[config.mk]
export PLATFORM = sky130hd
export DESIGN_NAME = i2c_gc_target
export DESIGN_NICKNAME = d
export VERILOG_FILES = /design/src/rtl/i2c_gc_pkg.sv /design/src/rtl/i2c_line_sync.sv /design/src/rtl/i2c_target_fsm.sv /design/src/rtl/i2c_gc_target.sv
export SDC_FILE = /design/constraint.sdc
export NUM_CORES = 1
export LEC_CHECK = 0
export BUFFER_PORTS_ARGS = -buffer_cell sky130_fd_sc_hd__buf_4
export CAP_MARGIN = 0
export CORE_MARGIN = 5
export CORE_UTILIZATION = 25
export CTS_BUF_LIST = sky130_fd_sc_hd__clkbuf_4 sky130_fd_sc_hd__clkbuf_8 sky130_fd_sc_hd__clkbuf_16
export CTS_CLUSTER_DIAMETER = 200
export DETAILED_ROUTE_END_ITERATION = 7
export PLACE_DENSITY = 0.42
export SYNTH_ARGS = -nofsm -noshare
export SYNTH_HDL_FRONTEND = slang
export SYNTH_SLANG_ARGS = --single-unit
[constraint.sdc]
create_clock -name clk -period 4.6 [get_ports clk]
set_clock_uncertainty 0.05 [all_clocks]
set_input_delay 0 -clock clk [delete_from_list [all_inputs] [get_ports clk]]
set_output_delay 0 -clock clk [all_outputs]
set_load 0.005 [all_outputs]
[src/rtl/i2c_gc_pkg.sv]
// Shared types and constants for the serial target port.
// Assumes the bus carries bytes MSB first and that data is 16 bits wide.
package i2c_gc_pkg;

    localparam int BYTE_W      = 8;
    localparam int DATA_W      = 16;
    localparam int BITCNT_W    = 4;
    localparam logic [7:0] GC_ADDR_BYTE  = 8'h00;
    localparam logic [7:0] GC_RESET_BYTE = 8'h06;

    // Protocol phase of the target state machine
    typedef enum logic [2:0] {
        PH_IDLE,   // bus idle or block disabled
        PH_RX,     // shifting in a byte
        PH_ACK,    // driving acknowledge on the ninth clock
        PH_TX,     // shifting out a byte
        PH_MACK,   // reading the controller's acknowledge
        PH_WAIT    // ignoring the bus until start or stop
    } phase_t;

endpackage

[src/rtl/i2c_line_sync.sv]
// Brings SCL and SDA into the system clock domain and detects edges and
// bus conditions on the synchronised copies.
// Assumes both lines idle high; the reset value matches that, so leaving
// reset produces no spurious start or stop.
module i2c_line_sync #(
    parameter int STAGES = 2
) (
    input  logic clk,
    input  logic rst_n,
    input  logic scl_i,
    input  logic sda_i,
    output logic scl_o,
    output logic sda_o,
    output logic scl_rise_o,
    output logic scl_fall_o,
    output logic start_o,
    output logic stop_o
);

    logic [STAGES:0] scl_pipe;
    logic [STAGES:0] sda_pipe;
    logic scl_prev;
    logic sda_prev;

    // Shift both lines through the synchroniser plus one history stage
    always_ff @(posedge clk) begin
        if (!rst_n) begin
            scl_pipe <= '1;
            sda_pipe <= '1;
        end else begin
            scl_pipe <= {scl_pipe[STAGES-1:0], scl_i};
            sda_pipe <= {sda_pipe[STAGES-1:0], sda_i};
        end
    end

    // Decode edges and conditions from the current and previous samples
    always_comb begin
        scl_o      = scl_pipe[STAGES-1];
        sda_o      = sda_pipe[STAGES-1];
        scl_prev   = scl_pipe[STAGES];
        sda_prev   = sda_pipe[STAGES];
        scl_rise_o = scl_o & ~scl_prev;
        scl_fall_o = ~scl_o & scl_prev;
        start_o    = scl_o & scl_prev & sda_prev & ~sda_o;
        stop_o     = scl_o & scl_prev & ~sda_prev & sda_o;
    end

endmodule

[src/rtl/i2c_target_fsm.sv]
// Byte-level protocol engine of the target. It receives bytes, decides
// whether to acknowledge, collects write data, serves reads from a
// combinational data port and decodes the general-call reset.
// Assumes SDA changes only while SCL is low, except at start and stop,
// and that SCL stays low for several system clocks.
module i2c_target_fsm
    import i2c_gc_pkg::*;
#(
    parameter int         REG_AW  = 4,
    parameter logic [5:0] ADDR_HI = 6'b100100
) (
    input  logic                clk,
    input  logic                rst_n,
    input  logic                en_i,
    input  logic                addr_pin_i,
    input  logic                sda_i,
    input  logic                scl_rise_i,
    input  logic                scl_fall_i,
    input  logic                start_i,
    input  logic                stop_i,
    input  logic [DATA_W-1:0]   rd_data_i,
    output logic                sda_oe_o,
    output logic [REG_AW-1:0]   reg_addr_o,
    output logic                wr_stb_o,
    output logic [DATA_W-1:0]   wr_data_o,
    output logic                rd_req_o,
    output logic                gc_reset_o
);

    localparam logic [BITCNT_W-1:0] LAST_RX_CNT = BITCNT_W'(BYTE_W);
    localparam logic [BITCNT_W-1:0] LAST_TX_CNT = BITCNT_W'(BYTE_W - 1);

    phase_t              phase;
    logic [BITCNT_W-1:0] bit_cnt;
    logic [1:0]          byte_idx;
    logic [BYTE_W-1:0]   rx_sh;
    logic [DATA_W-1:0]   tx_sh;
    logic [BYTE_W-1:0]   hi_byte;
    logic                is_gc;
    logic                is_rd;
    logic                tx_second;
    logic                ctrl_ack;
    logic                take_byte;
    logic [6:0]          own_addr;

    // Decide whether the byte just received deserves an acknowledge
    always_comb begin
        own_addr = {ADDR_HI, addr_pin_i};
        unique case (byte_idx)
            2'd0:    take_byte = (rx_sh[7:1] == own_addr) || (rx_sh == GC_ADDR_BYTE);
            2'd1:    take_byte = is_gc ? (rx_sh == GC_RESET_BYTE) : 1'b1;
            default: take_byte = ~is_gc;
        endcase
    end

    // Protocol sequencing, byte capture and output pulses
    always_ff @(posedge clk) begin
        if (!rst_n) begin
            phase      <= PH_IDLE;
            bit_cnt    <= '0;
            byte_idx   <= '0;
            rx_sh      <= '0;
            tx_sh      <= '0;
            hi_byte    <= '0;
            is_gc      <= 1'b0;
            is_rd      <= 1'b0;
            tx_second  <= 1'b0;
            ctrl_ack   <= 1'b0;
            sda_oe_o   <= 1'b0;
            reg_addr_o <= '0;
            wr_data_o  <= '0;
            wr_stb_o   <= 1'b0;
            rd_req_o   <= 1'b0;
            gc_reset_o <= 1'b0;
        end else begin
            wr_stb_o   <= 1'b0;
            rd_req_o   <= 1'b0;
            gc_reset_o <= 1'b0;
            if (!en_i || stop_i) begin
                phase    <= PH_IDLE;
                sda_oe_o <= 1'b0;
            end else if (start_i) begin
                phase    <= PH_RX;
                bit_cnt  <= '0;
                byte_idx <= '0;
                is_gc    <= 1'b0;
                is_rd    <= 1'b0;
                sda_oe_o <= 1'b0;
            end else begin
                unique case (phase)
                    PH_RX: begin
                        if (scl_rise_i && bit_cnt != LAST_RX_CNT) begin
                            rx_sh   <= {rx_sh[BYTE_W-2:0], sda_i};
                            bit_cnt <= bit_cnt + 1'b1;
                        end else if (scl_fall_i && bit_cnt == LAST_RX_CNT) begin
                            if (take_byte) begin
                                phase    <= PH_ACK;
                                sda_oe_o <= 1'b1;
                                unique case (byte_idx)
                                    2'd0: begin
                                        is_rd <= rx_sh[0];
                                        is_gc <= (rx_sh == GC_ADDR_BYTE);
                                    end
                                    2'd1: if (!is_gc) reg_addr_o <= rx_sh[REG_AW-1:0];
                                    2'd2: hi_byte <= rx_sh;
                                    default: wr_data_o <= {hi_byte, rx_sh};
                                endcase
                            end else begin
                                phase <= PH_WAIT;
                            end
                        end
                    end
                    PH_ACK: begin
                        if (scl_fall_i) begin
                            bit_cnt <= '0;
                            if (is_rd) begin
                                phase     <= PH_TX;
                                tx_sh     <= rd_data_i;
                                sda_oe_o  <= ~rd_data_i[DATA_W-1];
                                rd_req_o  <= 1'b1;
                                tx_second <= 1'b0;
                            end else if (is_gc && byte_idx == 2'd1) begin
                                sda_oe_o   <= 1'b0;
                                gc_reset_o <= 1'b1;
                                phase      <= PH_WAIT;
                            end else if (byte_idx == 2'd3) begin
                                sda_oe_o <= 1'b0;
                                wr_stb_o <= 1'b1;
                                phase    <= PH_WAIT;
                            end else begin
                                sda_oe_o <= 1'b0;
                                byte_idx <= byte_idx + 1'b1;
                                phase    <= PH_RX;
                            end
                        end
                    end
                    PH_TX: begin
                        if (scl_fall_i) begin
                            if (bit_cnt == LAST_TX_CNT) begin
                                phase    <= PH_MACK;
                                sda_oe_o <= 1'b0;
                            end else begin
                                tx_sh    <= {tx_sh[DATA_W-2:0], 1'b0};
                                sda_oe_o <= ~tx_sh[DATA_W-2];
                                bit_cnt  <= bit_cnt + 1'b1;
                            end
                        end
                    end
                    PH_MACK: begin
                        if (scl_rise_i) begin
                            ctrl_ack <= ~sda_i;
                        end else if (scl_fall_i) begin
                            if (ctrl_ack && !tx_second) begin
                                phase     <= PH_TX;
                                tx_second <= 1'b1;
                                bit_cnt   <= '0;
                                tx_sh     <= {tx_sh[DATA_W-2:0], 1'b0};
                                sda_oe_o  <= ~tx_sh[DATA_W-2];
                            end else begin
                                phase <= PH_WAIT;
                            end
                        end
                    end
                    default: sda_oe_o <= 1'b0;
                endcase
            end
        end
    end

endmodule

[src/rtl/i2c_gc_target.sv]
// Top of the serial target port. It captures the mode enable during reset,
// synchronises the bus lines and runs the protocol engine.
// Assumes an open-drain pad outside: sda_oe_o high pulls SDA low, and
// rd_data_i follows reg_addr_o combinationally.
module i2c_gc_target
    import i2c_gc_pkg::*;
#(
    parameter int         REG_AW      = 4,
    parameter int         SYNC_STAGES = 2,
    parameter logic [5:0] ADDR_HI     = 6'b100100
) (
    input  logic              clk,
    input  logic              rst_n,
    input  logic              mode_sel_i,
    input  logic              addr_pin_i,
    input  logic              scl_i,
    input  logic              sda_i,
    output logic              sda_oe_o,
    output logic [REG_AW-1:0] reg_addr_o,
    output logic              wr_stb_o,
    output logic [DATA_W-1:0] wr_data_o,
    output logic              rd_req_o,
    input  logic [DATA_W-1:0] rd_data_i,
    output logic              gc_reset_o
);

    logic en_q;
    logic scl_s;
    logic sda_s;
    logic scl_rise;
    logic scl_fall;
    logic start_det;
    logic stop_det;

    // Hold the mode pin value seen while reset is asserted
    always_ff @(posedge clk) begin
        if (!rst_n) en_q <= mode_sel_i;
    end

    i2c_line_sync #(
        .STAGES (SYNC_STAGES)
    ) u_sync (
        .clk        (clk),
        .rst_n      (rst_n),
        .scl_i      (scl_i),
        .sda_i      (sda_i),
        .scl_o      (scl_s),
        .sda_o      (sda_s),
        .scl_rise_o (scl_rise),
        .scl_fall_o (scl_fall),
        .start_o    (start_det),
        .stop_o     (stop_det)
    );

    i2c_target_fsm #(
        .REG_AW  (REG_AW),
        .ADDR_HI (ADDR_HI)
    ) u_fsm (
        .clk        (clk),
        .rst_n      (rst_n),
        .en_i       (en_q),
        .addr_pin_i (addr_pin_i),
        .sda_i      (sda_s),
        .scl_rise_i (scl_rise),
        .scl_fall_i (scl_fall),
        .start_i    (start_det),
        .stop_i     (stop_det),
        .rd_data_i  (rd_data_i),
        .sda_oe_o   (sda_oe_o),
        .reg_addr_o (reg_addr_o),
        .wr_stb_o   (wr_stb_o),
        .wr_data_o  (wr_data_o),
        .rd_req_o   (rd_req_o),
        .gc_reset_o (gc_reset_o)
    );

endmodule

==> results of run 1 <==
[power groups by stage]
stage	clock network (mW)	registers (mW)	logic [mW]
after floorplan	0	0.670	0.0333
after global placement	0	0.672	0.0570
after detailed placement	0	0.672	0.0572
after CTS	0.746	0.657	0.0681
after global routing	0.765	0.658	0.0735
final	0.716	0.658	0.0669
[registers in the layout, summed over array words and instances (netlist names)]
name              cells
u_fsm.wr_data_o      16
u_fsm.tx_sh          15
u_fsm.hi_byte         8
u_fsm.rx_sh           8
u_fsm.bit_cnt         4
u_fsm.reg_addr_o      4
u_fsm.phase           3
u_sync.scl_pipe       3
u_sync.sda_pipe       3
u_fsm.byte_idx        2
en_q                  1
u_fsm.ctrl_ack        1
u_fsm.gc_reset_o      1
u_fsm.is_gc           1
u_fsm.is_rd           1
u_fsm.rd_req_o        1
u_fsm.sda_oe_o        1
u_fsm.tx_second       1
u_fsm.wr_stb_o        1
[area by class of cell]
class	count	area [sq um]	area share, %
multi-input cells	269	1890	42.0
flip-flops and latches	75	1510	33.6
repair buffers	63	513	11.4
clock buffers	12	254	5.65
well taps	180	225	5.01
inverters	14	52.6	1.17
clock inverters	4	50.0	1.11
[placed cells by master, fill, tap and decap left out, drive strengths merged, types with 3 or more instances in the layout]
master,synthesis,layout
dfxtp,74,74
nand2,49,49
buf,13,47
mux2i,45,45
nor2,29,29
a21oi,20,20
a211oi,18,18
o21ai,17,17
dlygate4sd3,0,16
inv,13,13
clkbuf,11,12
nand3,10,10
nand2b,8,8
nor3,7,7
ha,7,7
nor3b,5,5
nand4b,4,4
and3,3,3
a22o,3,3
a21o,3,3
a31oi,3,3
nor2b,3,3
[layer usage]
| metal | up-vias | track usage, % | part of all wire [%] |
|---|---|---|---|
| li1 | 1457 | - | - |
| met1 | 1365 | 13.8 | 48 |
| met2 | 58 | 17.8 | 46 |
| met3 | 12 | 3.56 | 4.4 |
| met4 | 0 | 4.52 | 1.8 |
| met5 | - | 0 | 0 |
[Yosys cell counts (3+ instances only)]
cell / number / area [sq um]
dfxtp_1: 74 / 1480
nand2_1: 49 / 184
mux2i_1: 45 / 450
nor2_1: 28 / 105
a21oi_1: 20 / 100
o21ai_0: 15 / 75.1
a211oi_2: 14 / 175
inv_1: 13 / 48.8
clkbuf_1: 10 / 37.5
nand3_1: 10 / 50.1
nand2b_1: 8 / 50.1
ha_1: 7 / 87.6
nor3_1: 7 / 35.0
buf_4: 5 / 37.5
a211oi_1: 4 / 30.0
buf_2: 4 / 20.0
buf_6: 4 / 45.0
nand4b_1: 4 / 35.0
a21o_1: 3 / 22.5
a22o_1: 3 / 26.3
a31oi_1: 3 / 18.8
and3_1: 3 / 18.8
nor3b_1: 3 / 22.5
[metrics by stage]
| step | util, % | instance area, sq um |
|---|---|---|
| 2_1_floorplan | - | 3600 |
| 3_3_place_gp | 28.8 | 4030 |
| 3_5_place_dp | 28.8 | 4030 |
| 4_1_cts | 32.1 | 4490 |
| 5_1_grt | 32.1 | 4490 |
| 6_report | 32.1 | 4490 |
[path summary, 6_finish.rpt]
path,start,end,slack [ns],cells past startpoint
worst max-delay path,u_fsm.byte_idx[0]$_SDFFE_PN0P_,u_fsm.wr_data_o[9]$_SDFFE_PN0P_,1.76,6
worst min-delay path,rd_data_i[13],u_fsm.tx_sh[13]$_SDFFE_PN0P_,0.02,3
worst min register to register,u_sync.scl_pipe[0]$_SDFF_PN1_,u_sync.scl_pipe[1]$_SDFF_PN1_,0.36,1
worst max register to register,u_fsm.byte_idx[0]$_SDFFE_PN0P_,u_fsm.wr_data_o[9]$_SDFFE_PN0P_,1.76,6
[critical path: stages, from the launching register on]
cell and delay, ns:
dfxtp_1 0.42, ha_1 0.33, mux2i_1 0.32, a41oi_1 0.10, a21oi_1 0.38, and3_1 0.89, mux2i_1 0.27
[cells by family after synthesis]
group                    after synthesis  share of synthesized area, %
AND/OR/NAND/NOR                      131                          18.6
buffers and inverters                 38                          5.50
flip-flops                            75                          42.0
adder cells (fa/ha/maj)                7                          2.44
multiplexers                          45                          12.5
XOR/XNOR                               3                         0.731
AO/OA/AOI/OAI                         83                          18.2
==> results.md, run 1 <==
Outcome:
- The flow ran to the end, and the final reports show no timing, DRC or antenna violations.

Synthesis:
- In this run, distinct cell masters in the synthesized netlist total between 50 and 60.
- Yosys printed 0 warnings.
- The number of enable flip-flop cells after synthesis is 1.
- Averaged over all synthesized cells, the footprint is roughly 9.4 sq um.
- Counting every net in the synthesized netlist gives approximately 410.
- The proportion of synthesized flip-flops having asynchronous set or reset is 0%.
- The share of synthesized area occupied by flip-flops and latches is a little over two fifths.
- The dominant register cell in the synthesized netlist is dfxtp_1.
- Synthesis inferred 75 register bits.
- In this run the cell area of the synthesized design comes to between 3000 and 4000 sq um.
- The number of standard cells after synthesis is 382.

Layout:
- The number of inserted diodes is 0.
- Of the cells placed in the final design, the portion with a size suffix greater than 1 is roughly a fifth.
- From synthesis to final layout, the design area changed by 24.9%.
- Fill cells in the final layout number roughly 1500.
- The number of standard cells in the final layout excluding fillers is between 600 and 700.
- The net count reported at finish is between 400 and 500.

Critical path:
- Along the worst path, the maximum fanout reaches 16.
- Data on the critical path arrives at its endpoint at about 3 ns.
- The required time of the critical path is ~4.8 ns.
- The worst setup path is of the flop to flop kind.
- The worst setup path is captured at a flop.
- The worst setup path is launched from a flop.

Run:
- Max-cap violations in this run came to 0.

Timing:
- For the pin with the worst max-slew slack, the measured transition is between 0.9 and 1 ns.
- Measured against its own limit, the worst slew margin works out to 34.0%.
- Setup repair after global routing left no endpoint under its margin.
- The ratio of final minimum period to clock period is between 60% and 70%.
- Hold is met by around 0.017 ns.
- The final-report hold violation count is 0.
- Static timing analysis puts the maximum clock frequency at around 0.35 GHz.
- The setup violation total in the final timing report is 0.
- The shortest period the worst path allows is ~2.8 ns.
- The final max-slew violation count was 0.
- Adding up every negative setup slack in the final design gives 0 ns.
- In the post-route analysis, the smallest setup slack over all paths is 1.76 ns.

Clocking:
- Clock-pin slew was measured on the worst setup and hold paths at about 0.060 ns.
- The number of sinks driven by the clock tree is 75.
- After clock tree synthesis, the repair step resized 0 gates.
- The count of buffers added by post-CTS timing repair for setup is 0.
- The clock passes through at most 2 buffers.
- Clock tree synthesis inserted a total of 9 buffers.
- The CTS tree is built.
- The root buffer cell chosen for the clock tree is clkbuf_16.
- The number of H-tree branching levels is 3.
- The quantity of hold-fixing buffers added after cts is 16.
- The latest clock arrival within the worst-skew pair is 0.34 ns.

Power and ir drop:
- The switching share of power is between 20% and 30%.
- The sequential group share of total power is between 40% and 50%.
- Summed over all nets, the switching power comes to between 0.3 and 0.4 mW.
- Across the VDD grid, the largest voltage drop is roughly 0.17 mV.
- For this design the static power due to leakage is ~1.6 nW.
- The portion of total power attributed to combinational logic is under 10%.
- The part of the power in the clock network is between 40% and 50%.
- Cell internal power was estimated by the tool at 1.13 mW.
- The total power after layout is 1.44 mW.
- In this run the power density over the cells is 321 nW/um^2.

GRT:
- In the global route stage, overall resource usage came out at between 10% and 20%.
- The via count of the first global-routing pass is ~3000.
- The maximum number of pins on one net before global-route repair is 50.
- The overall overflow remaining after global route is 0.
- The initial antenna violation count was 0.
- The first global-routing pass estimated 14.8 mm of wire.

Route:
- The number of design rule violations left after detail routing is 0.
- After detailed routing, the number of vias per cell comes to around 4.7.
- The final layout contains routed wiring with a total length of between 8 and 9 mm.
- The via count of the routed design is 2892.
- The pre-antenna-repair detailed-routing pass consisted of 4 iterations.
- In this run the remaining antenna-violating nets after routing total 0.
- The routed length per placed instance is 14.5 um.
- The count of routing violations after the opening detailed-route iteration is 147.

Floorplan:
- The starting utilization of the core area is between 20% and 30%.
- The row count is between 40 and 50.
- The count of pins on the block boundary is 46.
- The die extent in y is 130 um.
- The core area is 14000 sq um.
- The overall die area is roughly 17000 sq um.
- The die width is 130 um.

Worst hold path:
- The class of the most critical hold timing path is primary input to flop.

Placement:
- The congestion estimate from routability-driven global placement came to 0.824.
- The number of I/O port buffers is between 40 and 50.
- Timing analysis after detailed placement gives a worst setup slack of 1.75 ns.
- Counting tap cells, the placed design contains a total of between 500 and 600 instances.
- The HPWL reported at the end of detailed placement is a little over 6 mm.
(Power assumes the default switching activity.)
==> run 2, diff against run 1 <==
- PLACE_DENSITY: 0.42 -> 0.43
- clock period: 4.6 -> 2.54 ns (I/O delays scaled with it)
==> run 2 against run 1 <==
  * Flip-flop and latch count stayed put
  * Worst setup slack got worse by 1.5 ns
  * Cell area rose by 2.2%
  * Sequential power rose by 81%
  * Register-to-register slack lost 1.5 ns
  * Die area unchanged
  * Largest power group unchanged
==> results.md, run 2 (same netlist as run 1, synthesis figures left out) <==
Power and ir drop:
- The switching share of power is 23.1% (was 21.6%).
- The sequential group share of total power came to 46.7% (was 45.6%).
- The leakage dissipation is 1.63 nW (was 1.57 nW).
- The worst vdd rail ir drop is 0.278 mV (was 0.169 mV).
- The switching power summed over all nets came to 0.590 mW (was 0.311 mW).
- The part of the power in the clock network is 48.3% (was 49.7%).
- The internal cell power is 1.96 mW (was 1.13 mW).
- The total power after layout is 2.55 mW (was 1.44 mW).
- The portion of total power attributed to combinational logic is 5.0% (was 4.6%).
- The total power divided by cell area came to 555 nW/um^2 (was 321 nW/um^2).

Layout:
- Leading cell types in the layout, fill and taps excluded: dfxtp_1, buf_4, nand2_1 (was dfxtp_1, nand2_1, buf_4).
- The net count reported at finish was 472 (was 461).
- The area growth from synthesis to final layout is 27.7% (was 24.9%).
- Largest registers: u_fsm.wr_data_o (16), u_fsm.tx_sh (15) (unchanged).
- The flip-flop count of the largest register after layout was 16 (unchanged).
- The most common cell after layout, fill and taps aside is dfxtp_1 (unchanged).
- The layout filler cell count is 1483 (was 1461).
- The register with the most flip-flops is u_fsm.wr_data_o (unchanged).
- The number of inserted diodes is 0 (unchanged).
- The fraction of layout cells with a size suffix above 1 is 22.1% (was 20.1%).

Floorplan:
- The overall die area was 16900 sq um (unchanged).
- The row count is 43 (unchanged).
- The die extent in y is 130 um (unchanged).
- The die width came to 130 um (unchanged).
- The starting utilization of the core area is 25.7% (unchanged).
- The count of pins on the block boundary is 46 (unchanged).
- The core area is 14000 sq um (unchanged).

Route:
- The routed length per placed instance is 14.3 um (was 14.5 um).
- The remaining antenna violation count is 0 (unchanged).
- The total iterations of the first detailed-routing run is 4 (unchanged).
- The number of design rule violations left after detail routing is 0 (unchanged).
- The per-cell via count in the routed design is 4.63 (was 4.69).
- The count of routing violations after the opening detailed-route iteration came to 178 (was 147).
- The via count of the routed design was 2905 (was 2892).
- The wire length reported by the detailed router is 9.01 mm (was 8.93 mm).

Critical path:
- The delay of the slowest cell on the worst path is 0.42 ns (was 0.89 ns).
- Critical path cell sequence: ha_1 > mux2i_1 > a41oi_1 > a21oi_2 > and3_1 > buf_12 > mux2i_1 (was ha_1 > mux2i_1 > a41oi_1 > a21oi_1 > and3_1 > mux2i_1).
- The startpoint type of the worst setup path is a flop (unchanged).
- The cell with the largest stage delay on the worst path is dfxtp_1 (was and3_1).
- The type of destination of the critical path is a flop (unchanged).
- The arrival time at the worst endpoint was 2.49 ns (was 3.05 ns).
- The top fanout value on the critical path is 16 (unchanged).
- The required time of the critical path came to 2.75 ns (was 4.81 ns).
- The type of the worst setup path was flop to flop (unchanged).
- The cell with the most instances on the worst path is mux2i_1 (unchanged).

Timing:
- The final max-slew violation count is 0 (unchanged).
- The final-report hold violation count is 0 (unchanged).
- The ratio of final minimum period to clock period is 89.7% (was 61.7%).
- The relative max-transition margin is 62.6% (was 34.0%).
- The fmax was 0.439 GHz (was 0.352 GHz).
- The shortest period the worst path allows is 2.28 ns (was 2.84 ns).
- Unrepaired setup endpoints after global routing: false (unchanged).
- The final sum of negative setup slack came to 0 ns (unchanged).
- The setup violation total in the final timing report is 0 (unchanged).
- The transition at the pin with the smallest max-transition slack is 0.557 ns (was 0.990 ns).

GRT:
- The initial antenna violation count is 0 (unchanged).
- The wire length of the first global-routing pass is 15.1 mm (was 14.8 mm).
- The maximum number of pins on one net before global-route repair is 49 (was 50).
- The overall overflow remaining after global route is 0 (unchanged).
- The overall global routing resource usage is 11.3% (was 11.1%).
- The via count of the first global-routing pass is 2959 (was 3004).

Clocking:
- The largest buffer count on any clock path is 2 (unchanged).
- The clock root buffer is clkbuf_16 (unchanged).
- The CTS tree is built (unchanged).
- The number of sinks driven by the clock tree is 75 (unchanged).
- The number of H-tree branching levels is 3 (unchanged).
- The clock slew seen by the registers of the worst setup and hold paths was 0.06 ns (about the same).
- The latest clock arrival within the worst-skew pair is 0.34 ns (about the same).
- The number of clock buffers inserted by TritonCTS came to 9 (unchanged).

Run:
- The number of violations of the max-capacitance limit is 0 (unchanged).

Placement:
- The number of I/O port buffers is 45 (unchanged).
- The final weighted congestion of routability-driven global placement is 0.805 (was 0.824).
- The HPWL reported at the end of detailed placement was 6.18 mm (was 6.08 mm).

Worst hold path:
- The class of the most critical hold timing path is primary input to flop (unchanged).

Outcome:
- Result of the run: complete, no violations (unchanged).
## run 2: cell types whose count changed in the layout (fill, tap and decap cells not counted), moves of 2 or more
cell      delta
buf_4        +8
buf_12       +2
clkbuf_4     -2
clkinv_4     +2
## run 2: critical path: cells and delay by family, from the launching register on
kind                     cells  cell delay, ns
adder cells (fa/ha/maj)      1            0.35
AO/OA/AOI/OAI                2            0.41
AND/OR/NAND/NOR              1            0.26
buffers and inverters        1            0.18
flip-flops                   1            0.42
multiplexers                 2            0.52
## run 2: final cells by class
cell class / count / area (sq um) / area share (%)
Inverter: 14 / 52.6 / 1.14
Tap cell: 180 / 225 / 4.90
Clock buffer: 11 / 253 / 5.50
Multi-Input combinational cell: 269 / 1890 / 41.2
Clock inverter: 5 / 36.3 / 0.790
Sequential cell: 75 / 1510 / 32.9
Timing Repair Buffer: 74 / 623 / 13.6
## run 2: what timing repair did
item | CTS | global route
gates resized for setup | 0 | 1
setup endpoints to repair | 0 | 2
hold buffers | 17 | 0
endpoints found under the hold margin | 17 | 0
setup buffers | 0 | 0
## run 2: final timing paths
check | slack, ns | startpoint | depth (start not counted) | end
setup / recovery | 0.26 | u_fsm.byte_idx[0]$_SDFFE_PN0P_ | 7 | u_fsm.wr_data_o[2]$_SDFFE_PN0P_
hold / removal | 0.01 | rd_data_i[5] | 3 | u_fsm.tx_sh[5]$_SDFFE_PN0P_
setup reg to reg | 0.26 | u_fsm.byte_idx[0]$_SDFFE_PN0P_ | 7 | u_fsm.wr_data_o[2]$_SDFFE_PN0P_
hold reg to reg | 0.35 | u_sync.sda_pipe[0]$_SDFF_PN1_ | 1 | u_sync.sda_pipe[1]$_SDFF_PN1_
## run 2: power groups by stage
stage | clock network [mW] | logic (mW) | registers [mW]
global route | 1.33 | 0.143 | 1.19
detailed placement | 0 | 0.109 | 1.22
floorplan | 0 | 0.0603 | 1.21
finish | 1.23 | 0.129 | 1.19
CTS | 1.28 | 0.131 | 1.19
global placement | 0 | 0.109 | 1.22
## run 2: metrics by stage
step	hold slack [ns]	cells	setup WS (ns)	util (%)	area (sq um)
after CTS	0.0122	628	0.158	32.8	4590
final	0.00997	628	0.262	32.8	4590
after floorplan	0.0489	382	0.464	-	3600
after detailed placement	0.137	595	0.193	29.5	4130
after global routing	0.0460	628	0.0729	32.8	4590
after global placement	0.137	595	0.330	29.5	4130
## run 2: metal layers
metal,vias to the layer above,GRT usage (%),share of wire [%]
li1,1483,-,-
met1,1369,15.0,50
met2,42,17.4,44
met3,11,3.68,4.4
met4,0,3.85,1.5
met5,-,0,0
